`config.mk`:
```
export PLATFORM = sky130hd
export DESIGN_NAME = fpFlagCompare
export DESIGN_NICKNAME = d
export VERILOG_FILES = /design/src/rtl/fpCmpPkg.sv /design/src/rtl/fpCmpClassify.sv /design/src/rtl/fpCmpDatapath.sv /design/src/rtl/fpCmpControl.sv /design/src/rtl/fpFlagCompare.sv
export SDC_FILE = /design/constraint.sdc
export NUM_CORES = 1
export LEC_CHECK = 0
export BUFFER_PORTS_ARGS = -buffer_cell sky130_fd_sc_hd__buf_4
export CAP_MARGIN = 20
export CORE_ASPECT_RATIO = 0.7
export CORE_MARGIN = 2
export CORE_UTILIZATION = 41
export CTS_BUF_LIST = sky130_fd_sc_hd__clkbuf_4
export DETAILED_ROUTE_END_ITERATION = 10
export GPL_ROUTABILITY_DRIVEN = 0
export PLACE_DENSITY_LB_ADDON = 0.15
export SYNTH_ARGS = -nofsm -noshare
export SYNTH_HDL_FRONTEND = slang
export SYNTH_SLANG_ARGS = --single-unit
export TNS_END_PERCENT = 5
```
`constraint.sdc`:
```
create_clock -name clk -period 0.8 [get_ports clk]
set_input_delay 0.12 -clock clk [delete_from_list [all_inputs] [get_ports clk]]
set_output_delay 0.12 -clock clk [all_outputs]
set_load 0.02 [all_outputs]
```
`src/rtl/fpCmpPkg.sv`:
```
package fpCmpPkg;

  localparam int OPERAND_W = 64;
  localparam int FLAG_W    = 4;
  localparam int FMT_W     = 2;
  localparam int INSTR_W   = 32;
  localparam int REG_IDX_W = 5;
  localparam int OPC_W     = 2;

  // Exponent and fraction widths of the three formats.
  localparam int H_EXP  = 5;
  localparam int H_FRAC = 10;
  localparam int S_EXP  = 8;
  localparam int S_FRAC = 23;
  localparam int D_EXP  = 11;
  localparam int D_FRAC = 52;
  localparam int MAG_W  = D_EXP + D_FRAC;

  // Field positions inside the instruction word.
  localparam int FMT_LSB = 22;
  localparam int RM_LSB  = 16;
  localparam int RN_LSB  = 5;
  localparam int OPC_LSB = 3;

  typedef enum logic [FMT_W-1:0] {
    FMT_SINGLE = 2'b00,
    FMT_DOUBLE = 2'b01,
    FMT_RSVD   = 2'b10,
    FMT_HALF   = 2'b11
  } fmtCode_e;

  // Strobes from control to datapath.
  typedef struct packed {
    logic capture;
    logic loadFlags;
    logic markUndef;
  } ctrlStrobe_t;

  // Classification of one operand.
  typedef struct packed {
    logic             sign;
    logic [MAG_W-1:0] mag;
    logic             isZero;
    logic             isNan;
    logic             isSnan;
  } opClass_t;

  localparam logic [FLAG_W-1:0] NZCV_LT = 4'b1000;
  localparam logic [FLAG_W-1:0] NZCV_EQ = 4'b0110;
  localparam logic [FLAG_W-1:0] NZCV_GT = 4'b0010;
  localparam logic [FLAG_W-1:0] NZCV_UN = 4'b0011;

endpackage

```
`src/rtl/fpCmpClassify.sv`:
```
module fpCmpClassify
  import fpCmpPkg::*;
(
  input  logic [OPERAND_W-1:0] operand,
  input  logic                 forceZero,
  input  fmtCode_e             fmt,
  output opClass_t             cls
);
  localparam int NUM_FMT = 3;
  localparam int IDX_HALF   = 0;
  localparam int IDX_SINGLE = 1;
  localparam int IDX_DOUBLE = 2;
  localparam int EXP_W  [NUM_FMT] = '{H_EXP, S_EXP, D_EXP};
  localparam int FRAC_W [NUM_FMT] = '{H_FRAC, S_FRAC, D_FRAC};

  opClass_t cand [NUM_FMT];

  for (genvar g = 0; g < NUM_FMT; g++) begin : g_fmt
    localparam int EW = EXP_W[g];
    localparam int FW = FRAC_W[g];
    logic [EW-1:0] expField;
    logic [FW-1:0] fracField;
    logic          nanHit;

    assign expField  = operand[FW +: EW];
    assign fracField = operand[FW-1:0];
    assign nanHit    = (&expField) && (|fracField);
    // The bit pattern above the sign is monotonic in magnitude, so a
    // zero-extended copy orders correctly, including subnormals and infinity.
    assign cand[g] = {operand[EW+FW], MAG_W'({expField, fracField}),
                      (expField == '0) && (fracField == '0),
                      nanHit, nanHit && !fracField[FW-1]};
  end

  always_comb begin
    unique case (fmt)
      FMT_HALF:   cls = cand[IDX_HALF];
      FMT_DOUBLE: cls = cand[IDX_DOUBLE];
      default:    cls = cand[IDX_SINGLE];
    endcase
    if (forceZero) begin
      cls        = '0;
      cls.isZero = 1'b1;
    end
  end

endmodule

```
`src/rtl/fpCmpDatapath.sv`:
```
module fpCmpDatapath
  import fpCmpPkg::*;
(
  input  logic                 clk,
  input  logic                 rstN,
  input  ctrlStrobe_t          strobe,
  input  fmtCode_e             fmt,
  input  logic                 cmpZero,
  input  logic [OPERAND_W-1:0] opA,
  input  logic [OPERAND_W-1:0] opB,
  output logic [FLAG_W-1:0]    flagsNzcv,
  output logic                 invalidOp,
  output logic                 undefFmt
);
  localparam int NUM_OPS = 2;

  logic [OPERAND_W-1:0] opBus  [NUM_OPS];
  logic                 zeroSel[NUM_OPS];
  opClass_t             cls    [NUM_OPS];

  assign opBus[0]   = opA;
  assign opBus[1]   = opB;
  assign zeroSel[0] = 1'b0;
  assign zeroSel[1] = cmpZero;

  for (genvar i = 0; i < NUM_OPS; i++) begin : g_op
    fpCmpClassify u_classify (
      .operand  (opBus[i]),
      .forceZero(zeroSel[i]),
      .fmt      (fmt),
      .cls      (cls[i])
    );
  end

  logic [FLAG_W-1:0] nextFlags;
  logic              nextInvalid;

  always_comb begin
    nextInvalid = cls[0].isSnan || cls[1].isSnan;
    if (cls[0].isNan || cls[1].isNan)
      nextFlags = NZCV_UN;
    else if (cls[0].isZero && cls[1].isZero)
      nextFlags = NZCV_EQ;
    else if (cls[0].sign != cls[1].sign)
      nextFlags = cls[0].sign ? NZCV_LT : NZCV_GT;
    else if (cls[0].mag == cls[1].mag)
      nextFlags = NZCV_EQ;
    else if ((cls[0].mag < cls[1].mag) ^ cls[0].sign)
      nextFlags = NZCV_LT;
    else
      nextFlags = NZCV_GT;
  end

  always_ff @(posedge clk or negedge rstN) begin
    if (!rstN) begin
      flagsNzcv <= '0;
      invalidOp <= 1'b0;
      undefFmt  <= 1'b0;
    end else if (strobe.capture) begin
      undefFmt <= strobe.markUndef;
      if (strobe.loadFlags) begin
        flagsNzcv <= nextFlags;
        invalidOp <= nextInvalid;
      end else begin
        invalidOp <= 1'b0;
      end
    end
  end

endmodule

```
`src/rtl/fpCmpControl.sv`:
```
module fpCmpControl
  import fpCmpPkg::*;
(
  input  logic                 clk,
  input  logic                 rstN,
  input  logic                 inValid,
  input  logic [FMT_W-1:0]     fmtCode,
  input  logic                 halfEnable,
  input  logic [INSTR_W-1:0]   instrWord,
  output ctrlStrobe_t          strobe,
  output fmtCode_e             fmt,
  output logic                 outValid,
  output logic [FMT_W-1:0]     decFmt,
  output logic [REG_IDX_W-1:0] decRm,
  output logic [REG_IDX_W-1:0] decRn,
  output logic [OPC_W-1:0]     decOpc
);
  logic legalFmt;
  logic unusedInstrBits;

  assign fmt      = fmtCode_e'(fmtCode);
  assign legalFmt = (fmt != FMT_RSVD) && !((fmt == FMT_HALF) && !halfEnable);

  assign strobe.capture   = inValid;
  assign strobe.loadFlags = inValid && legalFmt;
  assign strobe.markUndef = inValid && !legalFmt;

  always_ff @(posedge clk or negedge rstN) begin
    if (!rstN) outValid <= 1'b0;
    else       outValid <= inValid;
  end

  assign decFmt = instrWord[FMT_LSB +: FMT_W];
  assign decRm  = instrWord[RM_LSB  +: REG_IDX_W];
  assign decRn  = instrWord[RN_LSB  +: REG_IDX_W];
  assign decOpc = instrWord[OPC_LSB +: OPC_W];

  assign unusedInstrBits = ^{instrWord[INSTR_W-1:FMT_LSB+FMT_W],
                             instrWord[RM_LSB+REG_IDX_W +: 1],
                             instrWord[RM_LSB-1:RN_LSB+REG_IDX_W],
                             instrWord[OPC_LSB-1:0]};

endmodule

```
`src/rtl/fpFlagCompare.sv`:
```
module fpFlagCompare
  import fpCmpPkg::*;
(
  input  logic                 clk,
  input  logic                 rstN,
  input  logic                 inValid,
  input  logic [FMT_W-1:0]     fmtCode,
  input  logic                 cmpZero,
  input  logic                 halfEnable,
  input  logic [OPERAND_W-1:0] opA,
  input  logic [OPERAND_W-1:0] opB,
  input  logic [INSTR_W-1:0]   instrWord,
  output logic [FMT_W-1:0]     decFmt,
  output logic [REG_IDX_W-1:0] decRm,
  output logic [REG_IDX_W-1:0] decRn,
  output logic [OPC_W-1:0]     decOpc,
  output logic                 outValid,
  output logic [FLAG_W-1:0]    flagsNzcv,
  output logic                 invalidOp,
  output logic                 undefFmt
);
  ctrlStrobe_t strobe;
  fmtCode_e    fmt;

  fpCmpControl u_control (
    .clk       (clk),
    .rstN      (rstN),
    .inValid   (inValid),
    .fmtCode   (fmtCode),
    .halfEnable(halfEnable),
    .instrWord (instrWord),
    .strobe    (strobe),
    .fmt       (fmt),
    .outValid  (outValid),
    .decFmt    (decFmt),
    .decRm     (decRm),
    .decRn     (decRn),
    .decOpc    (decOpc)
  );

  fpCmpDatapath u_datapath (
    .clk      (clk),
    .rstN     (rstN),
    .strobe   (strobe),
    .fmt      (fmt),
    .cmpZero  (cmpZero),
    .opA      (opA),
    .opB      (opB),
    .flagsNzcv(flagsNzcv),
    .invalidOp(invalidOp),
    .undefFmt (undefFmt)
  );

endmodule

```
After elaboration in Yosys (flattened, before gate mapping)
Cells that the tools add are included.

Multiplexer cells: 10. Bitwise gates (word level): 1. Equal/unequal tests: 5. Reductions and logical operators: 59. Order comparisons: 1.

Operators with widths (number): one-hot mux 67 bit (2 select lines) (2); zero test 52 bit (2); OR reduction 52 bit (2); 2-to-1 mux 67 bit (1); == test 63 bit (1); less-than comparator 63 bit (1); zero test 23 bit (2); OR reduction 23 bit (2); 2-to-1 mux 4 bit (6); logical AND 1 bit (23); zero test 11 bit (2); AND reduction 11 bit (2); zero test 10 bit (2); OR reduction 10 bit (2); zero test 8 bit (2); AND reduction 8 bit (2); zero test 5 bit (2); AND reduction 5 bit (2); zero test 1 bit (9); == test 2 x 1 -> 1 bit (second input constant) (1); == test 2 bit (second input constant) (1); logical OR 1 bit (2); inequality test 2 bit (second input constant) (1); AND reduction 2 bit (1); other kinds (3) (3).

Output and inout bits: 21. Bits of input ports: 167. Logic and storage cells: 80. Register bits after elaboration: 7.

Depth between registers and ports, before layout
Gate-level depths: netlist of the first run.

Word-level depth: 12. Gate-level depth with buffers: 14. Gate-level depth less buffers: 12.

By module
A second synthesis of the first run with hierarchy kept.

Cells, all modules: 522. Area total of the unflattened synthesis: 3543.4 um^2.

Modules (own cells, without submodules): fpCmpDatapath (cells an instance 257, area an instance 1864.3 um^2, sequential area each 150.1 um^2, times used 1); fpCmpClassify (cells an instance 122, area an instance 754.5 um^2, sequential area each 0.0 um^2, times used 2); fpCmpControl (cells an instance 21, area an instance 170.2 um^2, sequential area each 25.0 um^2, times used 1).

Worst setup path before layout of the first run
Ideal clock, no wire load.

Path kind: input-to-reg. Start: input port fmtCode[0]. End: register u_datapath.flagsNzcv[1]. Stages on the path: 13. Slack: -1.926 ns. Buffers on the path: 3. Data arrival time: 2.598 ns. Required time: 0.672 ns. Library setup time: 0.128 ns. Cell sequence: buf_2 -> buf_2 -> a21oi_1 -> clkbuf_1 -> nand2_1 -> ha_1 -> nand4_1 -> nor3_1 -> o41a_1 -> o311ai_1 -> a21o_1 -> a211o_1 -> a2bb2oi_1.

Cells in the longest elaborated chain, start to end: 10. Elaborated cells on any way between the ends: 23. Those cells by class: 1 x order compare; 5 x eq/ne; 9 x mux; 1 x bitwise; 7 x reduce/logical.

Ends and longest elaborated chain: from (decl) (line fpFlagCompare.sv:7) `input logic [FMT_W-1:0] fmtCode,`; == test 2 x 1 -> 1 bit / == test 2 bit (equally long branches) (line fpCmpClassify.sv:36, fpCmpControl.sv:22); one-hot mux 67 bit (2 select lines) (line fpCmpClassify.sv:36) `unique case (fmt)`; 2-to-1 mux 67 bit (line fpCmpClassify.sv:41) `if (forceZero) begin`; less-than comparator 63 bit (line fpCmpDatapath.sv:48) `else if ((cls[0].mag < cls[1].mag) ^ cls[0].sign)`; bitwise XOR 1 bit (line fpCmpDatapath.sv:48); 2-to-1 mux 4 bit (line fpCmpDatapath.sv:48); 2-to-1 mux 4 bit (line fpCmpDatapath.sv:46) `else if (cls[0].mag == cls[1].mag)`; 2-to-1 mux 4 bit (line fpCmpDatapath.sv:44) `else if (cls[0].sign != cls[1].sign)`; 2-to-1 mux 4 bit (line fpCmpDatapath.sv:42) `else if (cls[0].isZero && cls[1].isZero)`; 2-to-1 mux 4 bit (line fpCmpDatapath.sv:40) `if (cls[0].isNan || cls[1].isNan)`; to (signal assigned) (line fpCmpDatapath.sv:62) `flagsNzcv <= nextFlags;`; to (decl) (line fpCmpDatapath.sv:11) `output logic [FLAG_W-1:0] flagsNzcv,`.

Several ways; a longest one is shown, not always the timed one. A chain may end at the register's enable or synchronous reset.

Worst setup path in the final report of the first run
Start: input port fmtCode[1]. End: register u_datapath.flagsNzcv[1].

The elaborated chain is that of the path after synthesis.

==> results of run 1 <==
-- cell type report --
type                       count  area (µm²)  area share [%]
timing repair buffer         242        1970            36.8
clock buffer                   4        30.0           0.562
sequential                     7         175            3.28
multi-input combinational    399        3030            56.7
tap                           98         123            2.30
inverter                       5        18.8           0.351
-- cell families (layout without fill, tap and decap cells) --
logic type	count (synthesis)	count (layout)	share of synthesized area, %
compound gates	73	73	15.5
fa+ha+maj	63	63	26.0
buf+inv	33	251	5.95
flops	7	7	5.79
mux	4	4	1.36
simple gates	259	259	45.3
-- worst paths after layout --
kind | from | cells after the start | end | slack [ns]
max | fmtCode[1] | 16 | u_datapath.flagsNzcv[1]$_DFFE_PN0P_ | -1.63
min | inValid | 2 | u_control.outValid$_DFF_PN0_ | 0.11
max reg2reg | u_datapath.flagsNzcv[0]$_DFFE_PN0P_ | 1 | u_datapath.flagsNzcv[0]$_DFFE_PN0P_ | 0.01
min reg2reg | u_datapath.undefFmt$_DFFE_PN0P_ | 1 | u_datapath.undefFmt$_DFFE_PN0P_ | 0.51
max in group asynchronous | rstN | 2 | u_datapath.flagsNzcv[3]$_DFFE_PN0P_ | 0.46
min in group asynchronous | rstN | 2 | u_datapath.invalidOp$_DFFE_PN0P_ | 0.22
-- power breakdown --
part	switching, W	internal [W]
Combinational	0.00122	0.00148
Sequential	0.0000340	0.000393
Clock	0.000141	0.000225
-- synthesized netlist by cell type (9+ instances only) --
master | number | area [µm²]
clkbuf_1 | 11 | 41.3
ha_1 | 63 | 788
and2_1 | 48 | 300
nand4_1 | 22 | 138
nor2_1 | 21 | 78.8
nor3_1 | 17 | 85.1
buf_4 | 14 | 105
a21oi_1 | 32 | 160
nand2_1 | 86 | 323
nand2b_1 | 14 | 87.6
o21ai_0 | 9 | 45.0
nor4_1 | 24 | 150
nand3_1 | 10 | 50.1
-- metrics by stage --
stage          util [%]  hold slack [ns]  cells
5_1_grt            73.9            0.110    755
6_report           73.9            0.111    755
3_5_place_dp       66.8          -0.0608    742
3_3_place_gp       66.8          -0.0621    742
4_1_cts            72.0           0.0907    752
2_1_floorplan         -           -0.176    439
-- placed cells by master, fill, tap and decap left out, types with 3 or more instances in the layout --
cell / n
mux2i_1: 3
nor4_1: 19
buf_6: 10
nand2b_1: 13
and2_1: 48
nand2_1: 73
inv_1: 5
nor3_1: 11
nand2_4: 6
dfrtp_1: 7
buf_12: 7
a21oi_1: 31
ha_4: 11
a31oi_1: 3
o21ai_1: 4
clkbuf_4: 4
nor2_1: 20
a211o_1: 3
nor4_4: 4
buf_4: 221
o21ai_0: 7
nor3_2: 5
nor4_2: 5
nand2_2: 7
buf_8: 3
nand4_1: 22
nand3_1: 10
ha_1: 52
-- registers in the layout, indices dropped and copies added (netlist names) --
| name | count |
|---|---|
| u_control.outValid | 1 |
| u_datapath.flagsNzcv | 4 |
| u_datapath.invalidOp | 1 |
| u_datapath.undefFmt | 1 |
-- timing repair --
item | in CTS | in global routing
gates resized for setup | 50 | 21
buffers inserted | 4 | 4
hold buffers | 1 | 0
pin swaps | 22 | 9
endpoints found under the setup margin | 12 | 13
gates cloned | 1 | 0
endpoints found under the hold margin | 7 | 0
-- layer usage --
| layer | vias to the layer above | global-route usage [%] | part of all wire, % | wire length [µm] |
|---|---|---|---|---|
| met5 | - | 0 | 0 | 0 |
| met4 | 0 | 4.18 | 1.6 | 194 |
| met1 | 1895 | 38.1 | 46 | 5420 |
| met2 | 169 | 48.6 | 45 | 5320 |
| li1 | 2050 | - | - | - |
| met3 | 20 | 4.45 | 7.7 | 909 |
-- critical path, cell delays in order --
cell and delay (ns):
buf_8 0.10, buf_8 0.12, nand2b_4 0.14, nor2_4 0.14
buf_12 0.15, nand2_1 0.07, ha_1 0.30, nand4_1 0.18
buf_4 0.20, nor3_4 0.18, a221oi_2 0.08, o21ai_1 0.10
a21oi_1 0.06, a21o_1 0.20, a211o_1 0.28, a2bb2oi_2 0.14
==> impl_results.md, run 1 <==
- Status: finished, violations left
- Failing checks: negative setup slack
- Num CTS Buffers: 3
- Dpl ws: -2.11 ns
- Required time of the worst setup path: 0.94 ns
- Max Fclk: 411 MHz
- DRT iter0 DRCs: between 200 and 250
- Post-route DRC: 0
- Routed WL: 11800 µm
- Sequential-to-total area share from yosys stat: 5.79%
- Maximum vdd drop: between 0.0005 and 0.0006 V
- Startpoint Class: input port
- Die width: 107 µm
- Tot Pwr: roughly 0.0035 W
- Average wire per standard cell: roughly 16 µm
- Post-Syn Nets: roughly 670
- Final min period: roughly 2.4 ns
- Layout Nets: slightly below 900
- Row count: 26
- Clock slew at reported path FFs: about 0.06 ns
- Fill cell count: 559
- Antenna viol nets, final: 0
- Max-slew headroom: 71.1%
- Top_reg_cell synth: dfrtp_1
- RSZ-0062 raised after global routing: true
- Clk sinks: 7
- First-pass GRT wire length: around 19000 µm
- CP Capture Type: flip-flop
- Post-DP HPWL: ~10000 µm
- DRT Pass-1 Iters: 6
- # H-tree levels: 1
- Number of global-route vias before repair: 4084
- Worst slew pin tran: about 0.43 ns
- Cell leakage power: about 2.5 nW
- Setup ws final: -1.63 ns
- Period utilization: 304%
- Worst skew pair latency: between 0.2 and 0.3 ns
- Dpl cell area: a little under 5000 µm²
- Synthesis Warnings: 0
- Synthesized area per cell: about 6.9 µm²
- Layout cells sized above 1: a little under half
- Top Ports: approximately 190
- Setup TNS: -7.30 ns
- Initial Util: between 40% and 50%
- Power per cell area: about 650 nW/µm²
- Hold Crit Class: in -> reg
- Netlist Area Pre-Place: 3030 µm²
- Port Buf Inserts: roughly 140
- Maxcap violations: 0
- Core ar.: 7220 µm²
- ANT cells: 0
- FF+latch count, synth: 7
- Clk root buf: clkbuf_4
- Gate Count Post-Synth: between 400 and 500
- Max Slew Vio Count: 0
- Worst Skew: 0 ns
- Crit Path Max Fanout: 8
- Netlist cell types: 49
- Vias/cell: 5.48
- Die height: ~76 µm
- Antenna violations before repair: 0
- Max Root-Sink Buffers: 2
- Final Hold Fails: 0
- Worst setup path category: in -> reg
- Largest net degree at the start of global routing: 17
- Async SR Flop Fraction: 100%
- Post-synth EDFFs: 0
- Design area: between 5000 and 6000 µm²
- Die area: a little over 8000 µm²
- CTS tree: yes
- Total gr overflow: 0
- GRT Total Usage: roughly 28%
- # setup viols final: 12
- Area growth syn-to-layout: 76.4%
- WP data arrival: between 2 and 3 ns
- Vias: 4134
Power figures use the tool's default switching activity.
==> inputs of run 2 (changes only) <==
--- a/config.mk
+++ b/config.mk
@@ -9,7 +9,7 @@
 export CAP_MARGIN = 20
 export CORE_ASPECT_RATIO = 0.7
 export CORE_MARGIN = 2
-export CORE_UTILIZATION = 41
+export CORE_UTILIZATION = 45
 export CTS_BUF_LIST = sky130_fd_sc_hd__clkbuf_4
 export DETAILED_ROUTE_END_ITERATION = 10
 export GPL_ROUTABILITY_DRIVEN = 0
==> constraint.sdc (replaced) <==
create_clock -name clk -period 2.4 [get_ports clk]
set_input_delay 0.36 -clock clk [delete_from_list [all_inputs] [get_ports clk]]
set_output_delay 0.36 -clock clk [all_outputs]
set_load 0.02 [all_outputs]
==> run 2 against run 1 <==
Compared with the run above: the run still ends with negative setup slack left; total power is 70% lower; cell count down 7.3%; die area fell by 8.5%; combinational power down 70%; clock-buffer cell count unchanged; utilization is 1.3 points higher; critical path depth decreased by 3; sequential cell count unchanged; critical path type unchanged; critical endpoint unchanged; largest power group unchanged.
==> impl_results.md, run 2 (synthesis gave the netlist of run 1 again) <==
- Vias/cell: 5.71 (was 5.48)
- Leading cell type in the layout, fill and taps excluded: buf_4 (unchanged)
- Period utilization: 110%
- ANT cells: 0 (unchanged)
- Final min period: around 2.6 ns
- Antenna viol nets, final: 0 (unchanged)
- Failing checks: negative setup slack (unchanged)
- Worst Skew: 0 ns (unchanged)
- First-pass GRT wire length: 16100 µm (was 18600 µm)
- Required time of the worst setup path: 2.58 ns (was 0.94 ns)
- Worst slew pin tran: 0.576 ns (was 0.428 ns)
- # H-tree levels: 1 (unchanged)
- Die height: 72.6 µm (was 75.9 µm)
- Maximum vdd drop: 0.000153 V (was 0.000510 V)
- Largest register FFs: 4 (unchanged)
- Die area: 7410 µm² (was 8100 µm²)
- Most frequent cells in the layout: buf_4, nand2_1, ha_1, and2_1, a21oi_1 (unchanged)
- Average wire per standard cell: 15.8 µm (was 15.7 µm)
- Setup ws final: -0.242 ns (was -1.63 ns)
- Layout cells sized above 1: 38.8% (was 45.2%)
- Power per cell area: 220 nW/µm² (was 654 nW/µm²)
- CP Capture Type: flip-flop (unchanged)
- Clock slew at reported path FFs: 0.05 ns (was 0.06 ns)
- Hold Crit Class: in -> reg (unchanged)
- GRT Total Usage: 26.7% (was 28.1%)
- Startpoint Class: input port (unchanged)
- Total gr overflow: 0 (unchanged)
- WP data arrival: 2.82 ns (was 2.57 ns)
- DRT Pass-1 Iters: 5 (was 6)
- Clk root buf: clkbuf_4 (unchanged)
- Initial Util: 47.5% (was 41.9%)
- Post-DP HPWL: 9070 µm (was 9820 µm)
- Post-route DRC: 0 (unchanged)
- Max Slew Vio Count: 0 (unchanged)
- Status: finished, violations left (unchanged)
- Worst skew pair latency: 0.25 ns (about the same)
- Top Ports: 188 (unchanged)
- Largest Register: u_datapath.flagsNzcv (unchanged)
- Final Hold Fails: 0 (unchanged)
- Antenna violations before repair: 0 (unchanged)
- Maxcap violations: 0 (unchanged)
- Routed WL: 11000 µm (was 11800 µm)
- Largest net degree at the start of global routing: 30 (was 17)
- Vias: 3998 (was 4134)
- Core ar.: 6370 µm² (was 7220 µm²)
- RSZ-0062 raised after global routing: true (unchanged)
- Clk sinks: 7 (unchanged)
- Cell leakage power: 2.18 nW (was 2.46 nW)
- Setup TNS: -0.604 ns (was -7.30 ns)
- Layout Nets: 840 (was 888)
- Crit Path Max Fanout: 14 (was 8)
- # setup viols final: 3 (was 12)
- CTS tree: yes (unchanged)
- Row count: 24 (was 26)
- Port Buf Inserts: 141 (unchanged)
- Max Root-Sink Buffers: 2 (unchanged)
- Tot Pwr: 0.00106 W (was 0.00349 W)
- Worst setup path category: in -> reg (unchanged)
- Die width: 102 µm (was 107 µm)
- Area growth syn-to-layout: 58.3% (was 76.4%)
- Max-slew headroom: 61.5% (was 71.1%)
- Max Fclk: between 300 and 400 MHz
- Number of global-route vias before repair: 3549 (was 4084)
- Fill cell count: 519 (was 559)
- DRT iter0 DRCs: 228 (was 224)
- Num CTS Buffers: 3 (unchanged)
run 2: cell count changes in the layout (fill, tap and decap cells not counted), sizes merged:
cell    before  now
clkbuf       4    6
buf        241  191
run 2: worst paths after layout:
kind / startpoint / endpoint / slack [ns] / cells after the start
worst max register to register: u_datapath.flagsNzcv[0]$_DFFE_PN0P_ / u_datapath.flagsNzcv[0]$_DFFE_PN0P_ / 1.61 / 1
worst max-delay path: fmtCode[1] / u_datapath.flagsNzcv[1]$_DFFE_PN0P_ / -0.24 / 13
max in group asynchronous: rstN / u_datapath.flagsNzcv[1]$_DFFE_PN0P_ / 1.78 / 2
worst min-delay path: inValid / u_control.outValid$_DFF_PN0_ / 0.24 / 1
worst min register to register: u_datapath.undefFmt$_DFFE_PN0P_ / u_datapath.undefFmt$_DFFE_PN0P_ / 0.48 / 1
min in group asynchronous: rstN / u_datapath.invalidOp$_DFFE_PN0P_ / 0.49 / 2
run 2: metrics by stage:
| step | util, % | area, µm² | cells | setup slack [ns] | hold WS, ns |
|---|---|---|---|---|---|
| 2_1_floorplan | - | 3070 | 439 | -0.323 | 0.0644 |
| 3_3_place_gp | 69.3 | 4410 | 686 | -0.498 | 0.176 |
| 3_5_place_dp | 69.3 | 4410 | 686 | -0.574 | 0.178 |
| 4_1_cts | 70.2 | 4470 | 691 | -0.184 | 0.239 |
| 5_1_grt | 75.3 | 4790 | 700 | -0.353 | 0.233 |
| 6_report | 75.3 | 4790 | 700 | -0.242 | 0.243 |
run 2: critical path, cell delays in order:
cell and delay, ns:
buf_8 0.11, nand2b_4 0.14, nor2_4 0.20, clkbuf_16 0.21, nand2_1 0.07, ha_1 0.31
nand4_1 0.22, nor4_2 0.23, nand4_1 0.18, nor4_2 0.35, a211o_1 0.17, a211o_1 0.13
a2bb2oi_2 0.14
run 2: what timing repair did:
item / in CTS / in global routing
pin swaps: 3 / 14
setup endpoints to repair: 3 / 3
gates resized for setup: 4 / 35
hold buffers: 1 / 0
gates cloned: 0 / 2
endpoints found under the hold margin: 7 / 0
buffers inserted: 0 / 7
run 2: where the power goes:
group          leakage, nW  switching, W  total, W  internal, W
Combinational         2.07      0.000378  0.000798     0.000420
Clock               0.0184     0.0000455  0.000120    0.0000749
Sequential          0.0871    0.00000707  0.000138     0.000131
run 2: final cells by class:
cell class | count | area, µm² | share of cell area, %
Multi-Input combinational cell | 399 | 2920 | 60.9
Timing Repair Buffer | 194 | 1540 | 32.1
Sequential cell | 7 | 175 | 3.66
Tap cell | 91 | 114 | 2.38
Clock buffer | 4 | 30.0 | 0.627
Inverter | 5 | 18.8 | 0.392
run 2: layer usage:
metal | up-vias | share of wire, % | track usage (%)
li1 | 1957 | - | -
met1 | 1853 | 47 | 39.8
met2 | 176 | 45 | 43.8
met5 | - | 0 | 0
met4 | 0 | 0.69 | 1.63
met3 | 12 | 6.8 | 2.87
==> inputs of run 3 (changes only) <==
--- a/config.mk
+++ b/config.mk
@@ -13,6 +13,7 @@
 export CTS_BUF_LIST = sky130_fd_sc_hd__clkbuf_4
 export DETAILED_ROUTE_END_ITERATION = 10
 export GPL_ROUTABILITY_DRIVEN = 0
+export MAX_ROUTING_LAYER = met4
 export PLACE_DENSITY_LB_ADDON = 0.15
 export SYNTH_ARGS = -nofsm -noshare
 export SYNTH_HDL_FRONTEND = slang
==> run 3 against run 2 <==
Compared with the run above: critical path depth did not move; largest power group unchanged; total power about the same; the run still ends with negative setup slack left; setup slack got worse by 0.0027 ns; sequential power is essentially flat; maximum frequency fell by 0.10%; cell count unchanged; clock skew is the same.
==> impl_results.md, run 3 (synthesis gave the netlist of run 1 again) <==
- Status: finished, violations left (unchanged)
- Failing checks: negative setup slack (unchanged)
- Crit Path Max Fanout: 14 (unchanged)
- Antenna violations before repair: 0 (unchanged)
- Layout cells sized above 1: 38.8% (unchanged)
- Die height: 72.6 µm (unchanged)
- Worst hold endpoint: u_control.outValid$_DFF_PN0_ (unchanged)
- Post-route DRC: 0 (unchanged)
- Post-DP HPWL: 9070 µm (unchanged)
- Max Root-Sink Buffers: 2 (unchanged)
- Number of global-route vias before repair: 3548 (was 3549)
- Reg2Reg Depth: 1 (unchanged)
- Clk root buf: clkbuf_4 (unchanged)
- Core ar.: 6370 µm² (unchanged)
- Period utilization: 110% (about the same)
- Maxcap violations: 0 (unchanged)
- Startpoint Class: input port (unchanged)
- Max-slew headroom: 61.2% (was 61.5%)
- WP data arrival: 2.82 ns (about the same)
- Vias/cell: 5.70 (was 5.71)
- Hold Crit Class: in -> reg (unchanged)
- Critical R2R Launch: u_datapath.flagsNzcv[0]$_DFFE_PN0P_ (unchanged)
- Area of the multi-input gates: 2920 µm² (unchanged)
- Layout Nets: 840 (unchanged)
- Hold_sp: inValid (unchanged)
- Routed WL: 11000 µm (about the same)
- Largest Register: u_datapath.flagsNzcv (unchanged)
- Worst setup path category: in -> reg (unchanged)
- GRT Total Usage: 27.6% (was 26.7%)
- Worst slew pin tran: 0.580 ns (was 0.576 ns)
- Dpl cell area: 4410 µm² (unchanged)
- Design area: 4790 µm² (unchanged)
- Final Hold Fails: 0 (unchanged)
- Max Fclk: 378 MHz (about the same)
- ANT cells: 0 (unchanged)
- # setup viols final: 3 (unchanged)
- Average wire per standard cell: 15.8 µm (about the same)
- CP Capture Type: flip-flop (unchanged)
- Leading cell type in the layout, fill and taps excluded: buf_4 (unchanged)
- Total gr overflow: 0 (unchanged)
- # H-tree levels: 1 (unchanged)
- Fill cell count: 519 (unchanged)
- Reg2reg end: u_datapath.flagsNzcv[0]$_DFFE_PN0P_ (unchanged)
- Port Buf Inserts: 141 (unchanged)
- Required time of the worst setup path: 2.58 ns (about the same)
- Initial Util: 47.5% (unchanged)
- Die area: 7410 µm² (unchanged)
- Largest net degree at the start of global routing: 30 (unchanged)
- Die width: 102 µm (unchanged)
- DRT Pass-1 Iters: 5 (unchanged)
- Worst skew pair latency: 0.25 ns (about the same)
- Clk sinks: 7 (unchanged)
- Vias: 3989 (was 3998)
- Hold path cells: 1 (unchanged)
- Row count: 24 (unchanged)
- FF-to-FF setup slack: 1.61 ns (about the same)
- Largest stage delay on the critical path: 0.35 ns (about the same)
- Setup ws final: -0.245 ns (was -0.242 ns)
- Worst Skew: 0 ns (unchanged)
- RSZ-0062 raised after global routing: true (unchanged)
- Final min period: 2.65 ns (was 2.64 ns)
- Area growth syn-to-layout: 58.3% (unchanged)
- DRT iter0 DRCs: 205 (was 228)
- Largest register FFs: 4 (unchanged)
- First-pass GRT wire length: 16100 µm (about the same)
- Antenna viol nets, final: 0 (unchanged)
- Most frequent cells in the layout: buf_4, nand2_1, ha_1, and2_1, a21oi_1 (unchanged)
- CTS tree: yes (unchanged)
- Crit-path cells: buf_8, nand2b_4, nor2_4, clkbuf_16, nand2_1, ha_1, nand4_1, nor4_2, nand4_1, nor4_2, a211o_1, a211o_1, a2bb2oi_2 (unchanged)
- Slowest cell on crit path: nor4_2 (unchanged)
- Cell leakage power: 2.18 nW (unchanged)
- Maximum vdd drop: 0.000153 V (about the same)
- Final core occ: 75.3% (unchanged)
- Layout Cells excl Fill: 700 (unchanged)
- Num CTS Buffers: 3 (unchanged)
- Max Slew Vio Count: 0 (unchanged)
- Sequential cell area: 175 µm² (unchanged)
- Power per cell area: 220 nW/µm² (about the same)
- Top Ports: 188 (unchanged)
- Clock slew at reported path FFs: 0.05 ns (about the same)
- Inst Count DP: 686 (unchanged)
-- run 3: stage by stage --
step | total power, W | setup slack [ns] | TNS [ns] | hold slack [ns]
finish | 0.00106 | -0.245 | -0.612 | 0.243
global route | 0.00114 | -0.353 | -0.987 | 0.233
CTS | 0.000979 | -0.184 | -0.322 | 0.239
detailed placement | 0.000849 | -0.574 | -1.76 | 0.178
global placement | 0.000830 | -0.498 | -1.49 | 0.176
floorplan | 0.000506 | -0.323 | -0.802 | 0.0644
-- run 3: repair_timing --
action / 4_1_cts / 5_1_grt
hold endpoints to repair: 7 / 0
setup buffers: 0 / 7
hold buffers: 1 / 0
cloned: 0 / 2
pin swaps: 3 / 14
setup endpoints to repair: 3 / 3
gates resized for setup: 4 / 35
-- run 3: final cells by class --
type                       count  share of cell area (%)
multi-input combinational    399                    60.9
timing repair buffer         194                    32.1
sequential                     7                    3.66
tap                           91                    2.38
clock buffer                   4                   0.627
inverter                       5                   0.392
-- run 3: routing by layer --
metal	track usage (%)	part of all wire (%)	vias to the layer above
met4	1.63	0.81	0
li1	-	-	1958
met1	40.0	47	1845
met2	43.7	45	174
met5	-	0	-
met3	2.68	6.8	12
-- run 3: where the power goes --
| group | leakage, nW | total (W) | internal [W] | switching, W |
|---|---|---|---|---|
| Sequential | 0.0871 | 0.000138 | 0.000131 | 0.00000703 |
| Clock | 0.0184 | 0.000121 | 0.0000749 | 0.0000457 |
| Combinational | 2.07 | 0.000797 | 0.000419 | 0.000378 |
-- run 3: worst max path at each step --
| stage | from | cells after the start | end | slack (ns) |
|---|---|---|---|---|
| floorplan | cmpZero | 12 | u_datapath.flagsNzcv[1]$_DFFE_PN0P_ | -0.32 |
| global placement | fmtCode[0] | 12 | u_datapath.flagsNzcv[1]$_DFFE_PN0P_ | -0.50 |
| detailed placement | fmtCode[1] | 13 | u_datapath.flagsNzcv[1]$_DFFE_PN0P_ | -0.57 |
| CTS | fmtCode[0] | 14 | u_datapath.flagsNzcv[1]$_DFFE_PN0P_ | -0.18 |
| global route | fmtCode[0] | 14 | u_datapath.flagsNzcv[1]$_DFFE_PN0P_ | -0.35 |
| finish | fmtCode[1] | 13 | u_datapath.flagsNzcv[1]$_DFFE_PN0P_ | -0.25 |
-- run 3: critical path: cells and delay by family --
family	cells	cell delay, ns
AND/OR/NAND/NOR	7	1.40
buffers and inverters	2	0.32
AO/OA/AOI/OAI	3	0.44
adder cells (fa/ha/maj)	1	0.31
